## config.mk

```make
export PLATFORM = sky130hd
export DESIGN_NAME = fseq_csr
export DESIGN_NICKNAME = d
export VERILOG_FILES = /design/src/rtl/fseq_pkg.sv /design/src/rtl/fseq_ctrl.sv /design/src/rtl/fseq_engine_stub.sv /design/src/rtl/fseq_data_win.sv /design/src/rtl/fseq_csr.sv
export SDC_FILE = /design/constraint.sdc
export NUM_CORES = 1
export LEC_CHECK = 0
export BUFFER_PORTS_ARGS = -buffer_cell sky130_fd_sc_hd__buf_2
export CORE_MARGIN = 2
export CORE_UTILIZATION = 62
export DETAILED_ROUTE_END_ITERATION = 8
export GPL_TIMING_DRIVEN = 0
export PLACE_DENSITY_LB_ADDON = 0.25
export SLEW_MARGIN = 25
export SYNTH_ARGS = -nofsm -noshare
export SYNTH_HDL_FRONTEND = slang
export SYNTH_SLANG_ARGS = --single-unit
```

## constraint.sdc

```tcl
create_clock -name clk -period 2.82 [get_ports clk]
set_input_delay 0.141 -clock clk [delete_from_list [all_inputs] [get_ports clk]]
set_output_delay 0.141 -clock clk [all_outputs]
set_load 0.005 [all_outputs]
```

## src/rtl/fseq_pkg.sv

```systemverilog
package fseq_pkg;
  typedef enum logic [2:0] {
    KIND_READ        = 3'd0,
    KIND_WRITE       = 3'd1,
    KIND_ERASE_SMALL = 3'd2,
    KIND_ERASE_LARGE = 3'd3,
    KIND_READ_PARAM  = 3'd4,
    KIND_READ_IDENT  = 3'd5,
    KIND_WRITE_STAT  = 3'd6,
    KIND_READ_STAT   = 3'd7
  } cyc_kind_e;

  localparam int KIND_W    = 3;
  localparam int GO_BIT    = 0;
  localparam int KIND_LSB  = 1;
  localparam int LEN_LSB   = 4;
  localparam int BUSY_BIT  = 16;
  localparam int DONE_BIT  = 17;
  localparam int FAIL_BIT  = 18;
  localparam int DV_BIT    = 19;
  localparam int INJ_BIT   = 8;
  localparam int CTL_ADDR  = 0;
  localparam int CFG_ADDR  = 1;
endpackage

```

## src/rtl/fseq_ctrl.sv

```systemverilog
module fseq_ctrl
  import fseq_pkg::*;
#(
  parameter int CNT_W = 6
) (
  input  logic             clk,
  input  logic             rst_n,
  input  logic             desc_valid_i,
  input  logic             ctl_we_i,
  input  logic             go_bit_i,
  input  cyc_kind_e        kind_i,
  input  logic [CNT_W-1:0] cnt_i,
  input  logic             clr_done_i,
  input  logic             clr_fail_i,
  input  logic             fin_i,
  input  logic             fin_err_i,
  output logic             busy_o,
  output logic             done_o,
  output logic             fail_o,
  output logic             go_o,
  output cyc_kind_e        kind_o,
  output logic [CNT_W-1:0] cnt_o
);
  logic busy_q, done_q, fail_q, go_q;
  logic busy_d, done_d, fail_d;
  logic req, accept, refuse;
  cyc_kind_e kind_q;
  logic [CNT_W-1:0] cnt_q;

  always_comb begin
    req    = ctl_we_i & go_bit_i;
    accept = req & ~busy_q & desc_valid_i;
    refuse = req & ~accept;
    busy_d = accept ? 1'b1 : (fin_i ? 1'b0 : busy_q);
    // completion sets win over a same-cycle clear
    done_d = (done_q & ~(ctl_we_i & clr_done_i)) | fin_i;
    fail_d = (fail_q & ~(ctl_we_i & clr_fail_i)) | refuse | fin_err_i;
  end

  always_ff @(posedge clk or negedge rst_n) begin
    if (!rst_n) begin
      busy_q <= 1'b0;
      done_q <= 1'b0;
      fail_q <= 1'b0;
      go_q   <= 1'b0;
      kind_q <= KIND_READ;
      cnt_q  <= '0;
    end else begin
      busy_q <= busy_d;
      done_q <= done_d;
      fail_q <= fail_d;
      go_q   <= accept;
      if (accept) begin
        kind_q <= kind_i;
        cnt_q  <= cnt_i;
      end
    end
  end

  assign busy_o = busy_q;
  assign done_o = done_q;
  assign fail_o = fail_q;
  assign go_o   = go_q;
  assign kind_o = kind_q;
  assign cnt_o  = cnt_q;
endmodule

```

## src/rtl/fseq_engine_stub.sv

```systemverilog
module fseq_engine_stub #(
  parameter int DLY_W = 8
) (
  input  logic             clk,
  input  logic             rst_n,
  input  logic             cfg_we_i,
  input  logic [DLY_W-1:0] dly_i,
  input  logic             inj_i,
  input  logic             go_i,
  output logic [DLY_W-1:0] dly_o,
  output logic             inj_o,
  output logic             fin_o,
  output logic             fin_err_o
);
  logic [DLY_W-1:0] dly_q, cnt_q, cnt_d;
  logic inj_cfg_q, run_q, run_d, inj_q;
  logic at_end;

  always_comb begin
    at_end = run_q & (cnt_q == '0);
    run_d  = run_q;
    cnt_d  = cnt_q;
    if (go_i) begin
      run_d = 1'b1;
      cnt_d = dly_q;
    end else if (run_q) begin
      if (at_end) run_d = 1'b0;
      else        cnt_d = cnt_q - 1'b1;
    end
  end

  always_ff @(posedge clk or negedge rst_n) begin
    if (!rst_n) begin
      dly_q     <= '0;
      inj_cfg_q <= 1'b0;
      run_q     <= 1'b0;
      cnt_q     <= '0;
      inj_q     <= 1'b0;
    end else begin
      if (cfg_we_i) begin
        dly_q     <= dly_i;
        inj_cfg_q <= inj_i;
      end
      run_q <= run_d;
      cnt_q <= cnt_d;
      if (go_i) inj_q <= inj_cfg_q;
    end
  end

  assign dly_o     = dly_q;
  assign inj_o     = inj_cfg_q;
  assign fin_o     = at_end;
  assign fin_err_o = at_end & inj_q;
endmodule

```

## src/rtl/fseq_data_win.sv

```systemverilog
module fseq_data_win #(
  parameter int WORDS = 16,
  localparam int IDX_W = $clog2(WORDS)
) (
  input  logic             clk,
  input  logic             rst_n,
  input  logic             we_i,
  input  logic [IDX_W-1:0] idx_i,
  input  logic [31:0]      wdata_i,
  output logic [31:0]      rdata_o
);
  logic [WORDS-1:0][31:0] words;

  for (genvar w = 0; w < WORDS; w++) begin : g_word
    logic [31:0] word_q;
    logic        word_en;
    assign word_en = we_i & (idx_i == IDX_W'(w));
    always_ff @(posedge clk or negedge rst_n) begin
      if (!rst_n)       word_q <= '0;
      else if (word_en) word_q <= wdata_i;
    end
    assign words[w] = word_q;
  end

  assign rdata_o = words[idx_i];
endmodule

```

## src/rtl/fseq_csr.sv

```systemverilog
module fseq_csr
  import fseq_pkg::*;
#(
  parameter int DATA_BYTES = 64,
  parameter int DLY_W      = 8
) (
  input  logic                            clk,
  input  logic                            rst_n,
  input  logic                            desc_valid_i,
  input  logic                            reg_we_i,
  input  logic [$clog2(DATA_BYTES/4):0]   reg_addr_i,
  input  logic [31:0]                     reg_wdata_i,
  output logic [31:0]                     reg_rdata_o,
  output logic                            cyc_go_o,
  output logic [2:0]                      cyc_kind_o,
  output logic [$clog2(DATA_BYTES):0]     cyc_len_o
);
  localparam int WIN_WORDS = DATA_BYTES / 4;
  localparam int IDX_W     = $clog2(WIN_WORDS);
  localparam int ADDR_W    = IDX_W + 1;
  localparam int CNT_W     = $clog2(DATA_BYTES);

  logic ctl_we, cfg_we, win_hit, win_we;
  logic st_busy, st_done, st_fail, go_pulse, fin, fin_err, inj_cfg;
  cyc_kind_e kind_q;
  logic [CNT_W-1:0] cnt_q;
  logic [DLY_W-1:0] dly_cfg;
  logic [31:0] win_rdata, ctl_word, cfg_word;

  assign ctl_we  = reg_we_i & (reg_addr_i == ADDR_W'(CTL_ADDR));
  assign cfg_we  = reg_we_i & (reg_addr_i == ADDR_W'(CFG_ADDR));
  assign win_hit = reg_addr_i[ADDR_W-1];
  assign win_we  = reg_we_i & win_hit;

  fseq_ctrl #(.CNT_W(CNT_W)) u_ctrl (
    .clk          (clk),
    .rst_n        (rst_n),
    .desc_valid_i (desc_valid_i),
    .ctl_we_i     (ctl_we),
    .go_bit_i     (reg_wdata_i[GO_BIT]),
    .kind_i       (cyc_kind_e'(reg_wdata_i[KIND_LSB +: KIND_W])),
    .cnt_i        (reg_wdata_i[LEN_LSB +: CNT_W]),
    .clr_done_i   (reg_wdata_i[DONE_BIT]),
    .clr_fail_i   (reg_wdata_i[FAIL_BIT]),
    .fin_i        (fin),
    .fin_err_i    (fin_err),
    .busy_o       (st_busy),
    .done_o       (st_done),
    .fail_o       (st_fail),
    .go_o         (go_pulse),
    .kind_o       (kind_q),
    .cnt_o        (cnt_q)
  );

  fseq_engine_stub #(.DLY_W(DLY_W)) u_engine (
    .clk       (clk),
    .rst_n     (rst_n),
    .cfg_we_i  (cfg_we),
    .dly_i     (reg_wdata_i[DLY_W-1:0]),
    .inj_i     (reg_wdata_i[INJ_BIT]),
    .go_i      (go_pulse),
    .dly_o     (dly_cfg),
    .inj_o     (inj_cfg),
    .fin_o     (fin),
    .fin_err_o (fin_err)
  );

  fseq_data_win #(.WORDS(WIN_WORDS)) u_win (
    .clk     (clk),
    .rst_n   (rst_n),
    .we_i    (win_we),
    .idx_i   (reg_addr_i[IDX_W-1:0]),
    .wdata_i (reg_wdata_i),
    .rdata_o (win_rdata)
  );

  always_comb begin
    ctl_word = '0;
    ctl_word[KIND_LSB +: KIND_W] = kind_q;
    ctl_word[LEN_LSB +: CNT_W]   = cnt_q;
    ctl_word[BUSY_BIT]           = st_busy;
    ctl_word[DONE_BIT]           = st_done;
    ctl_word[FAIL_BIT]           = st_fail;
    ctl_word[DV_BIT]             = desc_valid_i;
    cfg_word = '0;
    cfg_word[DLY_W-1:0]          = dly_cfg;
    cfg_word[INJ_BIT]            = inj_cfg;
    if (win_hit)                                reg_rdata_o = win_rdata;
    else if (reg_addr_i == ADDR_W'(CTL_ADDR))   reg_rdata_o = ctl_word;
    else if (reg_addr_i == ADDR_W'(CFG_ADDR))   reg_rdata_o = cfg_word;
    else                                        reg_rdata_o = '0;
  end

  assign cyc_go_o   = go_pulse;
  assign cyc_kind_o = kind_q;
  assign cyc_len_o  = {1'b0, cnt_q} + 1'b1;
endmodule

```

# Yosys cells after proc, flatten, opt, wreduce, memory -nomap -nowiden
# Cells that the tools add are included.
dict set report totals {
  word_cells 102
  regBits 544
  inputBits 41
  output_inout_bits 43
}
dict set report op_classes {
  order_cmp 1
  add_sub_neg 2
  n_eq_ne 17
  reduce_logical 6
  mux 13
  bitwise_logic 36
}
# cell count
set op_table {}
lappend op_table {{32-bit binary-select mux with 4-bit select} 1}
lappend op_table {{32-bit 2-to-1 mux} 2}
lappend op_table {{4-bit equality test (second input constant)} 8}
lappend op_table {{1-bit bitwise AND} 29}
lappend op_table {{8-bit 2-to-1 mux} 3}
lappend op_table {{20-bit 2-to-1 mux} 1}
lappend op_table {{4-bit by 3-bit equality test with 1-bit output (second input constant)} 4}
lappend op_table {{9-bit 2-to-1 mux} 1}
lappend op_table {{4-bit by 2-bit equality test with 1-bit output (second input constant)} 2}
lappend op_table {{8-bit logical NOT} 1}
lappend op_table {{8-bit by 1-bit subtractor with 8-bit output (second input constant)} 1}
lappend op_table {{6-bit by 1-bit adder with 7-bit output (second input constant)} 1}
lappend op_table {{5-bit by 1-bit equality test with 1-bit output (second input constant)} 1}
lappend op_table {{5-bit logical NOT} 1}
lappend op_table {{4-bit by 5-bit < comparator with 1-bit output (second input constant)} 1}
lappend op_table {{1-bit 2-to-1 mux} 5}
lappend op_table {{4-bit by 1-bit equality test with 1-bit output (second input constant)} 1}
lappend op_table {{4-bit logical NOT} 1}
lappend op_table {{1-bit inverter} 4}
lappend op_table {{2-bit nonzero test} 2}
lappend op_table {{1-bit OR} 3}
lappend op_table {{2-bit inequality test (second input constant)} 1}
lappend op_table {{2-bit AND reduction} 1}

# Logic depth before layout (Yosys ltp)
# Gate-level depths: netlist of run 1.
dict set report depth {
  ltp_word 9
  mapped_depth 7
  mapped_depth_nobuf 6
}

# Hierarchy
# Synthesis of run 1 repeated with hierarchy kept, for this count alone.
dict set report hier_totals {
  hier_cells 1600
  hier_area_um2 24841.3
}
# mod seq_area_each_um2 instances area_per_inst_um2 cells_per_inst
set modules_own_cells {}
lappend modules_own_cells {fseq_data_win 12812.3 1 22841.9 1406}
lappend modules_own_cells {fseq_engine_stub 475.5 1 978.4 91}
lappend modules_own_cells {fseq_ctrl 325.3 1 530.5 32}
lappend modules_own_cells {fseq_csr 0.0 1 490.5 71}

# Worst setup path after synthesis of run 1
# OpenSTA, ideal clock, no wires.
dict set report synth_timing {
  kind {flip-flop to flip-flop}
  startpoint {register u_engine.cnt_q[0]}
  endpoint {register u_engine.cnt_q[1]}
  path_stages_with_launch 8
  setup_slack_ns 0.841
  arrival_ns 1.896
  setup_ns 0.083
  t_required_ns 2.737
  path_buffers 1
  period_less_slack_ns 1.979
  path_cell_list {dfrtp_1 inv_1 ha_1 or4b_1 clkbuf_1 o21ai_1 mux2_2 o21ai_0}
}
dict set report synth_via {
  elab_chain_cells 4
  word_cells_on_any_way 8
  classes_between {add/sub (1); eq/ne (1); mux (3); bitwise (1); reduce/logical (2)}
}
# element line_no
set synth_lines {}
lappend synth_lines {{start: declaration} fseq_engine_stub.sv:15} ;# logic [DLY_W-1:0] dly_q, cnt_q, cnt_d;
lappend synth_lines {{start signal: assignment} fseq_engine_stub.sv:45} ;# cnt_q <= cnt_d;
lappend synth_lines {{8-bit by 1-bit subtractor with 8-bit output or 8-bit logical NOT (tied branches)} {fseq_engine_stub.sv:28, fseq_engine_stub.sv:20}}
lappend synth_lines {{8-bit 2-to-1 mux or 1-bit bitwise AND (tied branches)} {fseq_engine_stub.sv:27, fseq_engine_stub.sv:20}}
lappend synth_lines {{8-bit 2-to-1 mux or 2-bit inequality test (tied branches)} -}
lappend synth_lines {{8-bit 2-to-1 mux or 2-bit AND reduction (tied branches)} -}
# Parallel ways exist; a longest one is shown, timed or not. The select of a mux whose other input is x is not followed.
# A chain may end at the register's enable or synchronous reset.

# Worst setup path in the final report of run 1
dict set report layout_timing {
  startpoint {input reg_addr_i[2]}
  endpoint {output reg_rdata_o[20]}
}
dict set report layout_via {
  elab_chain_cells 3
}
# element line_no
set layout_lines {}
lappend layout_lines {{start: declaration} fseq_csr.sv:11} ;# input logic [$clog2(DATA_BYTES/4):0] reg_addr_i,
lappend layout_lines {{32-bit binary-select mux with 4-bit select} fseq_data_win.sv:25} ;# assign rdata_o = words[idx_i];
lappend layout_lines {{32-bit 2-to-1 mux (not written as such)} fseq_data_win.sv:25}
lappend layout_lines {{32-bit 2-to-1 mux} fseq_csr.sv:88} ;# if (win_hit) reg_rdata_o = win_rdata;
lappend layout_lines {{end: declaration} fseq_csr.sv:13} ;# output logic [31:0] reg_rdata_o,
# Every way passes these cells. The select of a mux whose other input is x is not followed.

==> qor.tcl, run 1 <==
set qor(result_of_the_run) {finished clean}
set qor(grt_antenna_before_repair) 1
set qor(area_of_the_core_mm2) 0.0396
set qor(total_nets_after_synthesis) 1652
set qor(fp.dieH_um) 204
set qor(worst-slew-pin-transition_ns) 1.07
set qor(first_global_vias) 16000
set qor(final_setup_skew_ns) 0.00427
set qor(placement.io_buffers) 80
set qor(dr.first_iter.drc_count) 1164
set qor(die_width_um) 204
set qor(detail_route.drc_violations) 0
set qor(period_minus_slack_ns) 2.69
set qor(fraction_of_final_layout_cells_with_drive_strength_greater_than_1_pct) 51.0
set qor(worst_setup_path_start_kind) {input pin}
set qor(finalHoldViolCount) 0
set qor(cts.clk_slew.worst_paths_ns) 0.06
set qor(track_usage_pct) 31.2
set qor(floorplan.io_pins) 84
set qor(critical_path.endpoint_type) {output pin}
set qor(detail_route.vias_per_cell) 6.42
set qor(power_frac_clock_pct) 35.2
set qor(critical_path_buf_inv_count) 5
set qor(main_synth_ff_type) {sky130_fd_sc_hd__dfrtp_1}
set qor(comb_power_share_pct) 15.9
set qor(worst_slew_margin_rel_pct) 28.8
set qor(clock_tree_from_tritoncts) {built}
set qor(initial_utilization_pct) 62.7
set qor(grt_start_max_net_pins) 98
set qor(post_cts_setup_repair_buffer_count) 0
set qor(grt_overflow_total) 0
set qor(async_reset_ff_share_pct) 100
set qor(cp_data_required_time_ns) 2.68
set qor(crit_path_slowest_cell) {sky130_fd_sc_hd__clkbuf_1}
set qor(hold_slack_ns) 0.0320
set qor(final_min_period_over_clock_period_pct) 95.2
set qor(gate_family_responsible_for_the_most_delay_along_the_worst_path) {buffers and inverters}
set qor(number_of_sinks_handled_by_clock_tree_synthesis) 544
set qor(finalCoreUtilization_pct) 71.1
set qor(power_per_standard_cell_area_mw_per_mm2) 727
set qor(num_vias) 15100
set qor(clkLatencyLatePin_ns) 0.60
set qor(net-switching-power_mw) 5.07
set qor(ant_nets) 0
set qor(drt-wirelength-per-cell_um) 26.8
set qor(final_net_count) 1827
set qor(synth_enable_flop_cells) 0
set qor(areaGrowthSynthToFinish_pct) 13.4
set qor(static-leakage-power_nw) 12.9
set qor(ys_seq_area_share_pct) 54.8
set qor(peak_per_stage_delay_on_the_critical_path_ns) 0.66
set qor(final_cell_count_no_fill) 2350
set qor(place_congestion) 0.851
set qor(crit_path_cell_trace) {buf_2 > buf_2 > nand2_1 > clkbuf_1 > clkbuf_1 > o22ai_1 > buf_2}
set qor(row_count) 73
set qor(global_route_wire_length_before_repair_um) 96200
set qor(yosysWarnings) 0
set qor(postSynthRegisterBits) 544
set qor(drv_cap) 0
set qor(grt_setup_unrepaired) {false}
set qor(post_synthesis_cell_count) 1608
set qor(worstPathMaxFanout) 10
set qor(crit_type) {input pin to output pin}
set qor(p_int_mw) 15.4
set qor(report.final.slew_viol_count) 0
set qor(p_seq_share_pct) 48.8
set qor(die-area_mm2) 0.0417
set qor(setup-violations-final) 0
set qor(synthDistinctLibCells) 47
set qor(dp_cells) 2219
set qor(cts-root-to-sink-buffers) 3
set qor(min_path_type) {input pin to register}
set qor(htree_num_levels) 2
set qor(placed_wire_length_estimate_after_detailed_placement_um) 41200
set qor(netlist_area_mm2) 0.0248
set qor(syn-mean-instance-area_um2) 15.4
set qor(cts_inserted_buffers) 54
set qor(power_switching_share_pct) 24.7
set qor(ir_drop_mv) 0.511
set qor(max_freq_ghz) 0.372
set qor(timing.critical_path.arrival_ns) 2.54
set qor(cpMostUsedCell) {sky130_fd_sc_hd__buf_2}
set qor(drt-total-wl_um) 62900
set qor(clk_root_buffer_cell) {sky130_fd_sc_hd__clkbuf_16}
set qor(firstDrtPassIters) 5
==> synthesized netlist by cell type, drive strengths merged (3+ instances only) <==
| master | number | area share (%) |
|---|---|---|
| o22ai | 30 | 0.76 |
| nor2 | 19 | 0.29 |
| ha | 3 | 0.15 |
| inv | 5 | 0.076 |
| xnor2 | 4 | 0.14 |
| a21oi | 9 | 0.18 |
| dfrtp | 544 | 55 |
| nand2 | 29 | 0.44 |
| xor2 | 6 | 0.21 |
| buf | 89 | 1.8 |
| o21ai | 11 | 0.22 |
| clkbuf | 46 | 0.70 |
| nor2b | 4 | 0.10 |
| nand3 | 5 | 0.10 |
| nand2b | 8 | 0.20 |
| nor3 | 14 | 0.36 |
| a31oi | 8 | 0.20 |
| o221a | 8 | 0.36 |
| and3 | 4 | 0.10 |
| mux2i | 57 | 2.3 |
| a211o | 5 | 0.18 |
| a22oi | 8 | 0.24 |
| mux2 | 562 | 25 |
| nand4b | 3 | 0.11 |
| mux4 | 108 | 9.8 |
==> cells in the final DEF, fill, tap and decap left out, drive strengths merged, types with 14 or more instances in the layout <==
cell / count
nor2: 19
dlygate4sd3: 33
dfrtp: 544
nor3: 14
clkbuf: 129
mux2: 562
mux2i: 57
mux4: 108
o22ai: 30
buf: 175
nand2: 29
==> registers in the layout, indices dropped and copies added, names as in the netlist <==
name	count
u_ctrl.cnt_o	6
u_engine.inj_o	1
u_win.g_word.word_q	512
u_ctrl.go_o	1
u_ctrl.kind_o	3
u_ctrl.busy_o	1
u_ctrl.fail_o	1
u_engine.inj_q	1
u_engine.cnt_q	8
u_engine.run_q	1
u_engine.dly_o	8
u_ctrl.done_o	1
==> path summary, 6_finish.rpt <==
path,cells after the start,end,slack [ns],from
worst max-delay path,7,reg_rdata_o[20],0.13,reg_addr_i[2]
max in group asynchronous,5,u_win.g_word[0].word_q[14],1.18,rst_n
min in group asynchronous,2,u_win.g_word[7].word_q[4],0.06,rst_n
worst min-delay path,3,u_ctrl.go_o,0.03,desc_valid_i
worst min register to register,1,u_win.g_word[2].word_q[30],0.49,u_win.g_word[2].word_q[30]
worst max register to register,7,u_engine.cnt_q[1],0.60,u_engine.cnt_q[0]
==> stage by stage <==
stage | cell area [µm²] | total power [mW] | setup TNS [ns] | setup WS (ns)
5_1_grt | 28200 | 21.3 | 0 | 0.122
4_1_cts | 28200 | 20.6 | 0 | 0.0594
6_report | 28200 | 20.5 | 0 | 0.134
2_1_floorplan | 24800 | 12.3 | 0 | 0.841
3_5_place_dp | 26100 | 13.3 | 0 | 0.0856
3_3_place_gp | 25900 | 13.1 | -4910.07 | -9.08
==> power groups by stage <==
stage	clock (mW)	combinational, mW	sequential [mW]
2_1_floorplan	0	2.42	9.85
3_3_place_gp	0	3.06	10.0
3_5_place_dp	0	3.22	10.1
4_1_cts	7.32	3.29	9.99
5_1_grt	7.62	3.51	10.2
6_report	7.22	3.27	10.0
==> layer usage <==
layer | routed length (µm) | track usage, % | vias up
met5 | 0 | 0 | -
met4 | 2290 | 13.0 | 0
li1 | - | - | 6351
met3 | 4370 | 6.87 | 127
met2 | 30600 | 50.1 | 564
met1 | 25600 | 41.7 | 8052
==> tightest hold or removal path: cells and delay by family <==
family	cells	cell delay, ns
simple gates	2	0.33
buf+inv	1	0.12
==> cells by family (layout without fill, tap and decap cells) <==
logic type               count (synthesis)  after routing  synth area share, %
buffers and inverters                  140            355                 2.61
flip-flops                             544            544                 54.8
multiplexers                           727            727                 37.6
other                                    0              2                    0
XOR/XNOR                                10             10                0.353
adder cells (fa/ha/maj)                  3              3                0.151
AND/OR/NAND/NOR                         98             98                 2.15
AO/OA/AOI/OAI                           86             86                 2.37
==> cell type report <==
type                       count  area [µm²]
sequential                   544       13600
fill                        2650       11500
multi-input combinational    924       10600
clock buffer                  83        1610
timing repair buffer         119         906
tap                          525         657
buffer                       135         632
clock inverter                13         161
inverter                       5        18.8
antenna                        2        5.00
==> what timing repair did <==
item / in CTS / in global routing
hold buffers: 33 / 0
endpoints found under the setup margin: 0 / 1
hold endpoints to repair: 321 / 0
resized for setup: 0 / 2
(Power assumes the default switching activity.)
==> run 2: changes to the inputs <==
--- a/config.mk
+++ b/config.mk
@@ -6,7 +6,8 @@
 export NUM_CORES = 1
 export LEC_CHECK = 0
 export BUFFER_PORTS_ARGS = -buffer_cell sky130_fd_sc_hd__buf_2
-export CORE_MARGIN = 2
+export CORE_ASPECT_RATIO = 0.9
+export CORE_MARGIN = 4
 export CORE_UTILIZATION = 62
 export DETAILED_ROUTE_END_ITERATION = 8
 export GPL_TIMING_DRIVEN = 0
==> qor.tcl, run 2 (same netlist as run 1, synthesis figures left out) <==
set qor(clock_tree_from_tritoncts) {built}
set qor(firstDrtPassIters) 5 ;# unchanged
set qor(number_of_sinks_handled_by_clock_tree_synthesis) 544 ;# unchanged
set qor(initial_utilization_pct) 62.8 ;# +0.16 points
set qor(worst_r2r_startpoint) {u_engine.cnt_q[0]}
set qor(ant_nets) 0 ;# unchanged
set qor(worst-slew-pin-transition_ns) 1.12 ;# +0.0499 ns
set qor(finalCoreUtilization_pct) 71.4 ;# +0.34 points
set qor(placement.io_buffers) 80 ;# unchanged
set qor(first_global_vias) 16500 ;# +3.0%
set qor(place_congestion) 0.835 ;# -1.8%
set qor(mostFrequentLayoutCells) {sky130_fd_sc_hd__mux2_2 (556), sky130_fd_sc_hd__dfrtp_1 (544), sky130_fd_sc_hd__buf_2 (154)}
set qor(detail_route.drc_violations) 0 ;# unchanged
set qor(period_minus_slack_ns) 2.70 ;# +0.0179 ns
set qor(timing.critical_path.arrival_ns) 2.56 ;# +0.02 ns
set qor(placed_wire_length_estimate_after_detailed_placement_um) 41500 ;# +0.72%
set qor(fraction_of_final_layout_cells_with_drive_strength_greater_than_1_pct) 51.3 ;# +0.35 points
set qor(cp_data_required_time_ns) 2.68 ;# about the same
set qor(grt_start_max_net_pins) 96 ;# -2.0%
set qor(final_cell_count_no_fill) 2358 ;# +0.34%
set qor(final_min_period_over_clock_period_pct) 95.9 ;# +0.64 points
set qor(track_usage_pct) 31.0 ;# -0.18 points
set qor(grt_setup_unrepaired) {false}
set qor(area_of_the_core_mm2) 0.0395 ;# -0.25%
set qor(hold_slack_ns) 0.0448 ;# +0.0127 ns
set qor(cts-root-to-sink-buffers) 3 ;# unchanged
set qor(worst-r2r-setup-slack_ns) 0.49 ;# -0.11 ns
set qor(grt_antenna_before_repair) 3 ;# +2
set qor(layout.cells.most_common) {sky130_fd_sc_hd__mux2_2}
set qor(finalHoldViolCount) 0 ;# unchanged
set qor(max_freq_ghz) 0.370 ;# -0.66%
set qor(dp_cells) 2226 ;# +0.32%
set qor(clkLatencyLatePin_ns) 0.60 ;# about the same
set qor(min_path_type) {input pin to register}
set qor(r2r-end) {u_engine.cnt_q[1]}
set qor(global_route_wire_length_before_repair_um) 100000 ;# +4.4%
set qor(timing.reg2reg.worst_path_depth) 7 ;# unchanged
set qor(crit_type) {input pin to output pin}
set qor(htree_num_levels) 2 ;# unchanged
set qor(drv_cap) 0 ;# unchanged
set qor(report.final.slew_viol_count) 0 ;# unchanged
set qor(top_reg_by_flops) {u_win.g_word.word_q}
set qor(fp.dieH_um) 198 ;# -3.1%
set qor(final_setup_skew_ns) 0.00612 ;# +0.00185 ns
set qor(drt-wirelength-per-cell_um) 27.6 ;# +3.0%
set qor(drt-total-wl_um) 65000 ;# +3.3%
set qor(largest_reg_flops) 512 ;# unchanged
set qor(setup-violations-final) 0 ;# unchanged
set qor(floorplan.io_pins) 84 ;# unchanged
set qor(worstPathMaxFanout) 10 ;# unchanged
set qor(areaGrowthSynthToFinish_pct) 13.7
set qor(inserted_diodes) 0 ;# -2
set qor(setup.worst_path.end) {reg_rdata_o[21]}
set qor(final.fill_count) 2640 ;# -0.38%
set qor(cts_inserted_buffers) 54 ;# unchanged
set qor(detail_route.vias_per_cell) 6.44 ;# +0.25%
set qor(num_vias) 15200 ;# +0.60%
set qor(result_of_the_run) {finished clean}
set qor(final_net_count) 1827 ;# unchanged
set qor(critical_path.endpoint_type) {output pin}
set qor(grt_overflow_total) 0 ;# unchanged
set qor(row_count) 69 ;# -5.5%
set qor(worst_slew_margin_rel_pct) 24.9 ;# -3.9 points
set qor(worst_setup_path_startpoint) {reg_addr_i[2]}
set qor(dr.first_iter.drc_count) 1165 ;# +0.086%
set qor(ir_drop_mv) 0.498 ;# -2.7%
set qor(clk_root_buffer_cell) {sky130_fd_sc_hd__clkbuf_16}
set qor(power_per_standard_cell_area_mw_per_mm2) 730 ;# +0.30%
set qor(static-leakage-power_nw) 13.0 ;# +0.37%
set qor(post_cts_setup_repair_buffer_count) 0 ;# unchanged
set qor(cts.clk_slew.worst_paths_ns) 0.06 ;# about the same
set qor(worst_setup_path_start_kind) {input pin}
set qor(die-area_mm2) 0.0433 ;# +4.0%
set qor(die_width_um) 219 ;# +7.3%
set qor(report.power.total_mw) 20.6 ;# +0.52%
[run 2: changes by cell type in the layout (fill, tap and decap cells not counted), sizes merged]
cell    previous run  this run
inv                7         5
diode              2         0
clkinv             7        12
buf              175       174
clkbuf           129       131
bufinv             3         2
[run 2: final cells by class]
class	instances	area, µm²	area share, %
flip-flops and latches	544	13600	48.2
multi-input cells	924	10600	37.5
clock buffers	84	1690	5.98
repair buffers	119	906	3.21
well taps	532	666	2.36
plain buffers	135	634	2.25
clock inverters	15	128	0.452
inverters	5	18.8	0.0664
[run 2: metrics by stage]
| step | setup slack (ns) | cell area, µm² | setup TNS [ns] |
|---|---|---|---|
| after floorplan | 0.841 | 24800 | 0 |
| after global placement | -9.10 | 25900 | -4907.54 |
| after detailed placement | -0.0513 | 26100 | -0.111 |
| after CTS | 0.00344 | 28200 | 0 |
| after global routing | 0.0442 | 28200 | 0 |
| final | 0.116 | 28200 | 0 |
[run 2: worst min-delay path by stage]
stage	start	to	cells past startpoint
floorplan	rst_n	u_ctrl.busy_o	0
global placement	reg_wdata_i[11]	u_win.g_word[1].word_q[11]	2
detailed placement	rst_n	u_win.g_word[5].word_q[26]	1
CTS	reg_we_i	u_ctrl.done_o	4
global route	reg_we_i	u_ctrl.go_o	3
finish	reg_we_i	u_ctrl.done_o	4
[run 2: per-layer routing]
| layer | routed length, µm | track usage (%) | up-vias |
|---|---|---|---|
| li1 | - | - | 6338 |
| met1 | 27600 | 43.8 | 8213 |
| met2 | 30800 | 48.5 | 489 |
| met3 | 4500 | 7.15 | 138 |
| met4 | 2050 | 10.7 | 6 |
| met5 | 38 | 0 | - |
[run 2: what timing repair did]
item / CTS / global route
endpoints found under the hold margin: 577 / 0
hold buffers: 33 / 0
gates resized for setup: 2 / 2
setup endpoints to repair: 7 / 2
[run 2: report_power, final]
group	switching [mW]	total [mW]	internal, mW
registers	0.773	10.0	9.27
logic	1.29	3.26	1.97
clock network	3.03	7.30	4.28
total	5.09	20.6	15.5
[run 2: critical path: stages]
cell and delay, ns:
sky130_fd_sc_hd__buf_2 0.15, sky130_fd_sc_hd__buf_2 0.27, sky130_fd_sc_hd__nand2b_1 0.35, sky130_fd_sc_hd__clkbuf_2 0.45, sky130_fd_sc_hd__clkbuf_1 0.70, sky130_fd_sc_hd__o22ai_1 0.30
sky130_fd_sc_hd__buf_2 0.20
